File: src/rtl/rst_cause_reg.sv
module rst_cause_reg #(
  parameter int ADDR_W = 16,
  parameter logic [ADDR_W-1:0] BASE_ADDR = 16'hF020,
  parameter int WIN_BYTES = 8
) (
  input  logic              clk,
  input  logic              rst_n,
  input  logic              cold_i,
  input  logic              acc_valid,
  input  logic              acc_write,
  input  logic [ADDR_W-1:0] acc_addr,
  input  logic [31:0]       acc_wdata,
  output logic              acc_ack,
  output logic [31:0]       acc_rdata,
  output logic              sys_rst_req
);
  localparam logic [ADDR_W-1:0] LAST_ADDR = BASE_ADDR + ADDR_W'(WIN_BYTES - 1);
  localparam int FLAG_LSB = 27;

  // flags[4]=pwr, [3]=sw pwr, [2]=sw ext, [1]=btn pwr, [0]=btn ext
  logic [4:0] flags;
  logic [4:0] wd;
  logic       hit, wr_hit, rd_hit;
  logic       unused_wd;

  assign wd        = acc_wdata[31:FLAG_LSB];
  assign unused_wd = &{1'b0, acc_wdata[FLAG_LSB-1:0]};
  assign hit       = acc_valid && (acc_addr >= BASE_ADDR) && (acc_addr <= LAST_ADDR);
  assign wr_hit    = hit && acc_write;
  assign rd_hit    = hit && !acc_write;

  always_ff @(posedge clk) begin
    if (!rst_n) begin
      if (cold_i) flags <= 5'b10000;
      acc_ack     <= 1'b0;
      acc_rdata   <= '0;
      sys_rst_req <= 1'b0;
    end else begin
      acc_ack     <= hit;
      acc_rdata   <= rd_hit ? {flags, {FLAG_LSB{1'b0}}} : '0;
      sys_rst_req <= wr_hit && (wd[3] || wd[2]);
      if (wr_hit) flags <= (flags & ~(wd & 5'b10011)) | (wd & 5'b01100);
    end
  end


  pwr_w1c_chk: assert property (@(posedge clk) disable iff (!rst_n)
    (wr_hit && acc_wdata[31]) |=> !flags[4]);


  sw_sticky_chk: assert property (@(posedge clk) disable iff (!rst_n)
    $past(rst_n) |-> !$fell(flags[3]) && !$fell(flags[2]));


  warm_hold_chk: assert property (@(posedge clk)
    (!rst_n && !cold_i) |=> $stable(flags));


  req_cause_chk: assert property (@(posedge clk) disable iff (!rst_n)
    sys_rst_req |-> $past(wr_hit && (acc_wdata[30] || acc_wdata[29])));


  req_pulse_chk: assert property (@(posedge clk) disable iff (!rst_n)
    sys_rst_req |=> !sys_rst_req || $past(wr_hit));


  ack_src_chk: assert property (@(posedge clk) disable iff (!rst_n)
    acc_ack |-> $past(acc_valid));


  rdata_idle_chk: assert property (@(posedge clk) disable iff (!rst_n)
    !acc_ack |-> (acc_rdata == 32'h0));
endmodule

File: config.mk
export PLATFORM = sky130hd
export DESIGN_NAME = rst_cause_reg
export DESIGN_NICKNAME = d
export VERILOG_FILES = /design/src/rtl/rst_cause_reg.sv
export SDC_FILE = /design/constraint.sdc
export NUM_CORES = 1
export LEC_CHECK = 0
export BUFFER_PORTS_ARGS = -buffer_cell sky130_fd_sc_hd__clkbuf_2
export CAP_MARGIN = 20
export CORE_MARGIN = 2
export CORE_UTILIZATION = 31
export DETAILED_ROUTE_END_ITERATION = 16
export PLACE_DENSITY = 0.79
export SKIP_CTS_REPAIR_TIMING = 1
export SLEW_MARGIN = 30
export SYNTH_ARGS = -nofsm -noshare
export SYNTH_HDL_FRONTEND = slang
export SYNTH_SLANG_ARGS = --single-unit
File: constraint.sdc
create_clock -name clk -period 2 [get_ports clk]
set_clock_uncertainty 0.15 [all_clocks]
set_input_delay 0.4 -clock clk [delete_from_list [all_inputs] [get_ports clk]]
set_output_delay 0.4 -clock clk [all_outputs]
set_load 0.02 [all_outputs]
==> out/metrics.csv <==
metric,value,unit
status,"complete, no violations",
irDropWorstVdd,0.0003148,V
drtAntennaViolNets,0,
mostFrequentLayoutCells,"clkbuf_2, conb_1, dfxtp_1",
start_util,33.54,%
path_cells,clkbuf_2 > nor4_4 > nand4_4 > o22ai_1 > buf_4,
clkTransAtPathRegs,0.07,ns
intPower,361.1,uW
r2r_cells,1,
portBuffers,29,
core_area,2022,sq um
final_common_cell,clkbuf_2,
cts_tree,done,
regToRegSetupSlack,1.04,ns
reg2reg_from,flags[1]$_SDFFCE_PN0P_,
pwr-share-clk,29.7,%
path_buf_inv,2,
switching_share,26.94,%
crit_arrival,1.32,ns
synth.area.top_cells,"buf_4, edfxtp_1, dfxtp_1, nor3b_1, nand4_4",
synth_top_area_share,29.89,%
period_needed,1.497,ns
drt-total-wl,994,microns
grt_max_degree,9,
die_h,50.77,microns
p_total,494.3,uW
drc,0,
overflow,0,
start_kind,input pin,
hp-class,input pin to flop,
fin_ws,0.5026,ns
worst_path_largest_cell_delay,0.31,ns
seq_power_share,52.9,%
criticalPathCategory,input pin to flop,
ioPinCount,87,
holdWs,0.2616,ns
grtUsageTotal,7.740,%
comb_power_share,17.4,%
numClockSinks,12,
dr.pass1.iters,4,
drive_gt1_share,38.95,%
synth_top_area_cell,buf_4,
worstPathRequired,1.83,ns
grt_pass1_wl,1511,microns
hold_viol_final,0,
numCtsBuffers,3,
rsz0062_at_grt,false,
critPathMaxFanout,8,
stdcell_count,122,
min_from,acc_write,
ys_seq_elements,12,
stdcell_area,785.8,sq um
holdPathStages,2,
powerDensity,629.1,nW/um^2
placed_area,759.5,sq um
yosysWarnings,0,
clock_path_buffers,2,
placed_cells,118,
die_w,50.77,microns
clock_latency,0.26,ns
switchingPower,133.2,uW
utilization,38.86,%
cts-root-buf,clkbuf_4,
netlist_area,678.2,sq um
slowest_stage,nor4_4,
cap_violations,0,
end_kind,flop,
setup_viol,0,
ys_types,18,
drt-vias-per-instance,3.680,
wl_per_cell,8.148,microns
finalCritPeriodShare,74.87,%
area_growth,15.87,%
dieArea,2578,sq um
num_vias,449,
setup_tns,0,ns
yosysSeqAreaShare,42.80,%
grt_pass1_vias,402,
whs_endpoint,acc_rdata[27]$_SDFF_PN0_,
final_net_count,149,
gp_congestion,0.6601,
max_freq,667.8,MHz
htreeDepth,1,
hpwl,877.4,microns
grt_antenna_before_repair,0,
synth_cells,62,
rows,16,
slew_viol_final,0,
crit_family,simple AND/OR/NAND/NOR gates,
antennaDiodeCount,0,
avgSynthCellArea,10.94,sq um
r2r-end,flags[1]$_SDFFCE_PN0P_,
first_iter_violations,6,
leakagePower,0.4226,nW
pre_cts_slack,0.2175,ns
-- kinds of logic (layout without fill, tap and decap cells) --
kind of cell,after synthesis,count (layout),synth area share (%)
flops,12,12,42.80
compound gates,5,5,4.613
simple gates,13,13,19.92
buf+inv,31,38,32.10
other cells,1,27,0.5530
-- area by class of cell --
cell class | instances | area (sq um)
sequential | 12 | 290.3
tap | 27 | 33.78
clock buffer | 4 | 26.28
timing repair buffer | 30 | 152.6
multi-input combinational | 45 | 267.8
fill | 206 | 1236
inverter | 4 | 15.01
-- power by group through the flow --
stage | sequential (mW) | clock (mW) | combinational [mW]
after floorplan | 0.266 | 0 | 0.0974
after global placement | 0.267 | 0 | 0.0840
after detailed placement | 0.267 | 0 | 0.0854
after CTS | 0.261 | 0.152 | 0.0855
after global routing | 0.262 | 0.161 | 0.0931
final | 0.261 | 0.147 | 0.0862
-- state kept, by name, summed over array words and instances (netlist names) --
name	count
flags	5
sys_rst_req	1
acc_ack	1
acc_rdata	5
-- how the worst max path moves through the flow --
stage / startpoint / end / cells after the start
after floorplan: acc_addr[11] / flags[0]$_SDFFCE_PN0P_ / 3
after global placement: acc_addr[11] / flags[2]$_SDFFCE_PN0P_ / 5
after detailed placement: acc_addr[11] / flags[2]$_SDFFCE_PN0P_ / 5
after CTS: acc_addr[11] / flags[2]$_SDFFCE_PN0P_ / 5
after global routing: acc_addr[11] / flags[2]$_SDFFCE_PN0P_ / 5
final: acc_addr[11] / flags[2]$_SDFFCE_PN0P_ / 5
-- synth_stat cells --
cell	instances
nor4_4	1
and4bb_1	1
nor2_1	1
dfxtp_1	7
o21a_1	2
inv_1	4
and3_1	1
edfxtp_1	5
and4bb_2	1
o22ai_1	1
o21ai_0	2
nand4_4	1
nor3b_1	3
nor3b_2	1
conb_1	1
nor3_1	1
buf_4	27
and3b_1	2
-- per-layer routing --
metal | up-vias | track usage (%) | wire, microns | share of wire [%]
li1 | 220 | - | - | -
met1 | 190 | 7.509 | 325 | 33
met2 | 35 | 13.60 | 507 | 51
met3 | 4 | 2.976 | 134 | 13
met4 | 0 | 4.955 | 27 | 2.7
met5 | - | 0 | 0 | 0
Power figures use the tool's default switching activity.
